--- src/rtl/pwr_mailbox_engine.sv ---
module pwr_mailbox_engine #(
  parameter int NREG = 256,
  parameter int MAXN = 5,
  parameter int BUF_BYTES = 16,
  parameter logic [7:0] CMD_CODE = 8'hFF
) (
  input  logic                   clk,
  input  logic                   rst_n,
  input  logic                   start,
  input  logic [7:0]             cmd,
  input  logic [3:0]             sub,
  input  logic [7:0]             size,
  input  logic [BUF_BYTES*8-1:0] wbuf,
  output logic                   busy,
  output logic                   done,
  output logic                   err,
  output logic [7:0]             err_code,
  output logic [BUF_BYTES*8-1:0] rbuf
);
  localparam int RW = $clog2(NREG);
  localparam int PW = $clog2(BUF_BYTES);
  localparam logic [7:0]  MAXN8  = 8'(MAXN);
  localparam logic [15:0] NREG16 = 16'(NREG);
  localparam logic [3:0]  SUB_WR = 4'd0, SUB_RD = 4'd1, SUB_RMW = 4'd2;
  localparam logic [7:0]  E_NONE = 8'd0, E_CMD = 8'd1, E_SUB = 8'd2, E_SIZE = 8'd3, E_ADDR = 8'd4;

  typedef enum logic [1:0] {S_IDLE, S_CHECK, S_RUN, S_FIN} state_t;
  state_t st;

  logic [7:0] cmd_q, size_q, n_q, idx, code_q, n_calc, code_calc;
  logic [3:0] sub_q;
  logic       err_q, touched;
  logic [7:0] pay    [BUF_BYTES];
  logic [7:0] rbuf_q [BUF_BYTES];
  logic [7:0] regs   [NREG];

  // message validation, evaluated in the cycle after acceptance
  always_comb begin
    n_calc = 8'd0;
    code_calc = E_NONE;
    if (cmd_q != CMD_CODE) code_calc = E_CMD;
    else begin
      case (sub_q)
        SUB_WR:
          if (size_q == 8'd0 || size_q % 8'd3 != 8'd0 || size_q / 8'd3 > MAXN8) code_calc = E_SIZE;
          else n_calc = size_q / 8'd3;
        SUB_RD:
          if (size_q == 8'd0 || size_q % 8'd2 != 8'd0 || size_q / 8'd2 > MAXN8) code_calc = E_SIZE;
          else n_calc = size_q / 8'd2;
        SUB_RMW:
          if (size_q != 8'd4) code_calc = E_SIZE;
          else n_calc = 8'd1;
        default: code_calc = E_SUB;
      endcase
    end
    if (code_calc == E_NONE) begin
      for (int i = 0; i < MAXN; i++) begin
        if (8'(i) < n_calc && {pay[2*i+1], pay[2*i]} >= NREG16) code_calc = E_ADDR;
      end
    end
  end

  logic [PW-1:0] ia_lo, ia_hi, id_data, ir;
  logic [15:0]   cur_addr;
  logic [RW-1:0] ra;
  logic          wr_en;
  logic [7:0]    wr_data;

  assign ia_lo    = PW'({idx, 1'b0});
  assign ia_hi    = PW'({idx, 1'b1});
  assign id_data  = PW'({n_q, 1'b0} + idx);
  assign ir       = PW'(idx);
  assign cur_addr = {pay[ia_hi], pay[ia_lo]};
  assign ra       = cur_addr[RW-1:0];
  assign wr_en    = (st == S_RUN) && (sub_q != SUB_RD);
  assign wr_data  = (sub_q == SUB_RMW) ? ((regs[ra] & ~pay[3]) | (pay[2] & pay[3]))
                                       : pay[id_data];

  always_ff @(posedge clk or negedge rst_n) begin
    if (!rst_n) begin
      st <= S_IDLE;
      cmd_q <= '0; sub_q <= '0; size_q <= '0;
      n_q <= '0; idx <= '0; err_q <= 1'b0; code_q <= E_NONE; touched <= 1'b0;
      for (int i = 0; i < BUF_BYTES; i++) begin
        pay[i] <= '0;
        rbuf_q[i] <= '0;
      end
    end else begin
      case (st)
        S_IDLE:
          if (start) begin
            cmd_q <= cmd; sub_q <= sub; size_q <= size;
            touched <= 1'b0;
            for (int i = 0; i < BUF_BYTES; i++) begin
              pay[i] <= wbuf[8*i +: 8];
              rbuf_q[i] <= '0;
            end
            st <= S_CHECK;
          end
        S_CHECK: begin
          idx <= '0;
          n_q <= n_calc;
          err_q <= (code_calc != E_NONE);
          code_q <= code_calc;
          st <= (code_calc != E_NONE) ? S_FIN : S_RUN;
        end
        S_RUN: begin
          if (sub_q == SUB_RD) rbuf_q[ir] <= regs[ra];
          if (wr_en) touched <= 1'b1;
          idx <= idx + 8'd1;
          if (idx == n_q - 8'd1) st <= S_FIN;
        end
        default: st <= S_IDLE;
      endcase
    end
  end

  always_ff @(posedge clk or negedge rst_n) begin
    if (!rst_n) begin
      for (int i = 0; i < NREG; i++) regs[i] <= '0;
    end else if (wr_en) begin
      regs[ra] <= wr_data;
    end
  end

  assign busy     = (st != S_IDLE);
  assign done     = (st == S_FIN);
  assign err      = err_q;
  assign err_code = code_q;

  for (genvar g = 0; g < BUF_BYTES; g++) begin : g_rbuf
    assign rbuf[8*g +: 8] = rbuf_q[g];
  end

  p_accept_busy_r9: assert property (@(posedge clk) disable iff (!rst_n)
    (start && !busy) |=> busy);
  p_done_pulse_r9: assert property (@(posedge clk) disable iff (!rst_n)
    done |=> (!done && !busy));
  p_ok_code_r9: assert property (@(posedge clk) disable iff (!rst_n)
    (done && !err) |-> (err_code == E_NONE));
  p_err_code_r6: assert property (@(posedge clk) disable iff (!rst_n)
    (done && err) |-> (err_code != E_NONE));
  p_no_write_on_err_r8: assert property (@(posedge clk) disable iff (!rst_n)
    (done && err) |-> !touched);
  p_addr_in_range_r8: assert property (@(posedge clk) disable iff (!rst_n)
    wr_en |-> (cur_addr < NREG16));
endmodule

--- config.mk ---
export PLATFORM = sky130hd
export DESIGN_NAME = pwr_mailbox_engine
export DESIGN_NICKNAME = d
export VERILOG_FILES = /design/src/rtl/pwr_mailbox_engine.sv
export SDC_FILE = /design/constraint.sdc
export NUM_CORES = 2
export LEC_CHECK = 0
export ABC_AREA = 0
export BUFFER_PORTS_ARGS = -buffer_cell sky130_fd_sc_hd__buf_2
export CAP_MARGIN = 25
export CORE_ASPECT_RATIO = 0.8
export CORE_UTILIZATION = 40
export CTS_CLUSTER_DIAMETER = 200
export DETAILED_ROUTE_END_ITERATION = 10
export GPL_ROUTABILITY_DRIVEN = 0
export HOLD_SLACK_MARGIN = 0.1
export PLACE_DENSITY = 0.51
export SLEW_MARGIN = 10
export SYNTH_ARGS = -nofsm -noshare
export SYNTH_HDL_FRONTEND = slang
export SYNTH_SLANG_ARGS = --single-unit
--- constraint.sdc ---
create_clock -name clk -period 5.35 [get_ports clk]
set_clock_uncertainty 0.1 [all_clocks]
set_input_delay 1.07 -clock clk [delete_from_list [all_inputs] [get_ports clk]]
set_output_delay 1.07 -clock clk [all_outputs]
set_load 0.005 [all_outputs]
==> impl_metrics.ini <==
[floorplanning]
initial_utilization_pct = 40.4
die_w_um = 581
fp.dieH_um = 465
io_pins = 290
core_area_um2 = 266000
rows = 169
die_area_um2 = 270000

[sta]
whs_ns = 0.255
hold_viol_final = 0
rsz0062_at_grt = true
relSlewSlack_pct = 27.9
worst_pin_slew_ns = 1.08
max_clock_freq_mhz = 184
setup_viol = 58
fin_crit_sh_pct = 102
min_period_ns = 5.43
worst_slack_ns = -0.0844
slew_violations = 0

[worst_hold_path]
min_path_type = input pin to register
min_to = pay[105]$_DFFE_PN0P_
min_path_cells = 2
min_from = wbuf[17]

[clocking]
clk_latency_ns = 0.95
clkSlewWorstSetupHoldPaths_ns = 0.07
cts_root_buffer = clkbuf_16
cts_max_path_buffers = 4
ctsHtreeMaxLevel = 4
numCtsBuffers = 246
cts_sinks = 2345
tritoncts = done

[grt]
track_usage_pct = 27.8
grt_pass1_vias = 81600
antenna_found_initial = 19
grt_max_degree = 165
grt_overflow = 0
grt_pass1_wl_um = 565000

[finish]
final_common_cell = nand2_1
final_cell_mix = 3,287 x nand2_1, 2,341 x dfrtp_1, 1,869 x o21ai_0
drive_gt1_share_pct = 19.1
area_growth_pct = 17.8
final_area_um2 = 126000
finalNetCount = 11400
multiInputGateArea_um2 = 45100
fillers = 24700
layout.cells.non_filler = 14900
regArea_um2 = 58700

[pwr]
clkPwrFrac_pct = 19.5
power_switching_uw = 40300
swShare_pct = 44.4
power.density_nw_per_um2 = 717
p_seq_share_pct = 28.4
power.internal_uw = 50400
comb_power_share_pct = 52.2
leakage_uw = 0.0555
vdd_drop_max_v = 0.000727

[setup_path]
cp_data_required_time_ns = 5.99
worstSetupEndpointType = register
reg2reg_depth = 18
r2r-end = regs[1530]$_DFFE_PN0P_
r2r-start = idx[0]$_DFFE_PN0P_
criticalPathCategory = register to register
cp-start-kind = register
r2r_slack_ns = -0.08
crit_fanout = 30
cp.arrival_ns = 6.07

[route]
wl_per_cell_um = 26.2
avgViaCountPerCell = 5.73
first_iter_violations = 8482
wl_um = 391000
ant_nets = 0
drc = 0
via_count = 85400
first_pass_iters = 6

[synth]
yosysWarnings = 0
async_reset_ff_share_pct = 100
synth_cell_types = 82
synthFlopType = dfrtp_1
synth_top_area_share_pct = 54.7
mappedNetlistArea_um2 = 107000
syn_avg_cell_area_um2 = 9.87
syn_inst = 10900
synth-seq-cells = 2345
synth_edf_count = 0
ys_seq_area_share_pct = 54.7
synthTopCellsByArea = dfrtp_1 55%, nand2_1 12%, o21ai_0 9.1%
yosysTopAreaCell = dfrtp_1

[place]
dp_hpwl_um = 250000
portBuffers = 284
placedCellCount = 14300
postPlaceCellArea_um2 = 115000

[outcome]
violations = negative setup slack
outcome = finished with violations

[run]
maxCapViolCount = 0
[synthesized netlist by cell type, drive strengths merged, types with 6 or more instances]
| master | instances |
|---|---|
| a22oi | 110 |
| clkbuf | 663 |
| a311oi | 112 |
| and3 | 123 |
| nand3b | 9 |
| nor2b | 15 |
| a31o | 6 |
| a22o | 74 |
| mux2i | 316 |
| o32a | 6 |
| o21ai | 2182 |
| mux4 | 286 |
| xor2 | 7 |
| nand2b | 20 |
| o211ai | 9 |
| a2bb2oi | 15 |
| xnor2 | 9 |
| nand3 | 361 |
| nand2 | 3288 |
| o22ai | 12 |
| nor4 | 22 |
| inv | 22 |
| o41ai | 17 |
| a31oi | 32 |
| nand4 | 16 |
| nor2 | 94 |
| dfrtp | 2345 |
| buf | 262 |
| nor3b | 8 |
| mux2 | 168 |
| a211oi | 11 |
| o31ai | 16 |
| a311o | 14 |
| ha | 12 |
| nor3 | 15 |
| o21a | 7 |
| or4 | 8 |
| a32oi | 6 |
| and2 | 7 |
| a21oi | 100 |
[state kept, by name, indices dropped and copies added, names as in the netlist, 3 cells and up]
| signal | flops |
|---|---|
| size_q | 8 |
| pay | 128 |
| sub_q | 4 |
| regs | 2048 |
| rbuf | 128 |
| err_code | 3 |
| n_q | 7 |
| cmd_q | 8 |
| idx | 8 |
[area by class of cell]
class	instances	share of cell area, %
Clock inverter	70	0.701
Multi-Input combinational cell	7581	35.7
Timing Repair Buffer	1000	7.88
Clock buffer	372	5.73
Inverter	22	0.0653
Sequential cell	2345	46.4
Antenna cell	9	0.0178
Tap cell	3505	3.47
[layer usage]
| layer | GRT usage [%] | wire length, µm | vias up |
|---|---|---|---|
| met5 | 0 | 0 | - |
| met4 | 8.03 | 12100 | 0 |
| met2 | 41.8 | 172000 | 3073 |
| met3 | 4.53 | 28900 | 549 |
| met1 | 41.4 | 178000 | 43400 |
| li1 | - | - | 38400 |
[stage by stage]
stage / TNS [ns] / utilization [%] / power (µW) / setup WS, ns
2_1_floorplan: 0 / - / 47800 / 0.597
3_3_place_gp: -168.48 / 43.4 / 66800 / -0.253
3_5_place_dp: -192.15 / 43.4 / 67500 / -0.287
4_1_cts: -6.12 / 46.8 / 86500 / -0.0708
5_1_grt: -16.63 / 47.5 / 94400 / -0.128
6_report: -2.13 / 47.5 / 90700 / -0.0844
[how the worst max path moves through the flow]
stage	start	to	slack [ns]	depth (start not counted)
2_1_floorplan	size_q[5]$_DFFE_PN0P_	st[0]$_DFFE_PN0P_	0.60	20
3_3_place_gp	idx[0]$_DFFE_PN0P_	regs[8]$_DFFE_PN0P_	-0.25	18
3_5_place_dp	idx[0]$_DFFE_PN0P_	regs[1608]$_DFFE_PN0P_	-0.29	18
4_1_cts	idx[0]$_DFFE_PN0P_	regs[1508]$_DFFE_PN0P_	-0.07	15
5_1_grt	idx[0]$_DFFE_PN0P_	regs[282]$_DFFE_PN0P_	-0.13	20
6_report	idx[0]$_DFFE_PN0P_	regs[1530]$_DFFE_PN0P_	-0.08	18
[timing repair]
action                                  4_1_cts  5_1_grt
endpoints found under the setup margin     1431     1816
hold buffers                                  1        0
gates cloned                                  9       32
endpoints found under the hold margin         9        0
resized for setup                            44      197
pin swaps                                     8       36
setup buffers                                24       82
[power by group through the flow]
stage	registers (µW)	clock network [µW]	logic, µW
floorplan	24900	0	22900
detailed placement	25900	0	41600
CTS	25600	17900	43000
global route	26300	18600	49500
global placement	25700	0	41100
finish	25700	17600	47300
[cells by family (layout without fill, tap and decap cells)]
kind of cell,Yosys count,in the layout,synth area share [%]
simple gates,4004,4004,15.1
other cells,1,14,0.00350
compound gates,2769,2770,15.1
fa+ha+maj,14,14,0.168
xor+xnor,16,16,0.131
flops,2345,2345,54.7
buf+inv,947,1464,4.05
mux,770,772,10.7
[critical path, cell delays in order (launching register included)]
cell     delay [ns]
dfrtp_2        0.45
mux4_2         0.56
mux2_8         0.41
buf_12         0.23
mux2i_1        0.40
mux2i_1        0.20
mux2i_4        0.28
buf_4          0.16
o32a_1         0.13
nand4_1        0.24
buf_4          0.25
or4_4          0.46
o311a_4        0.41
a21oi_4        0.14
buf_12         0.14
buf_16         0.20
buf_12         0.14
buf_16         0.15
o21ai_0        0.11
Power figures use the tool's default switching activity.
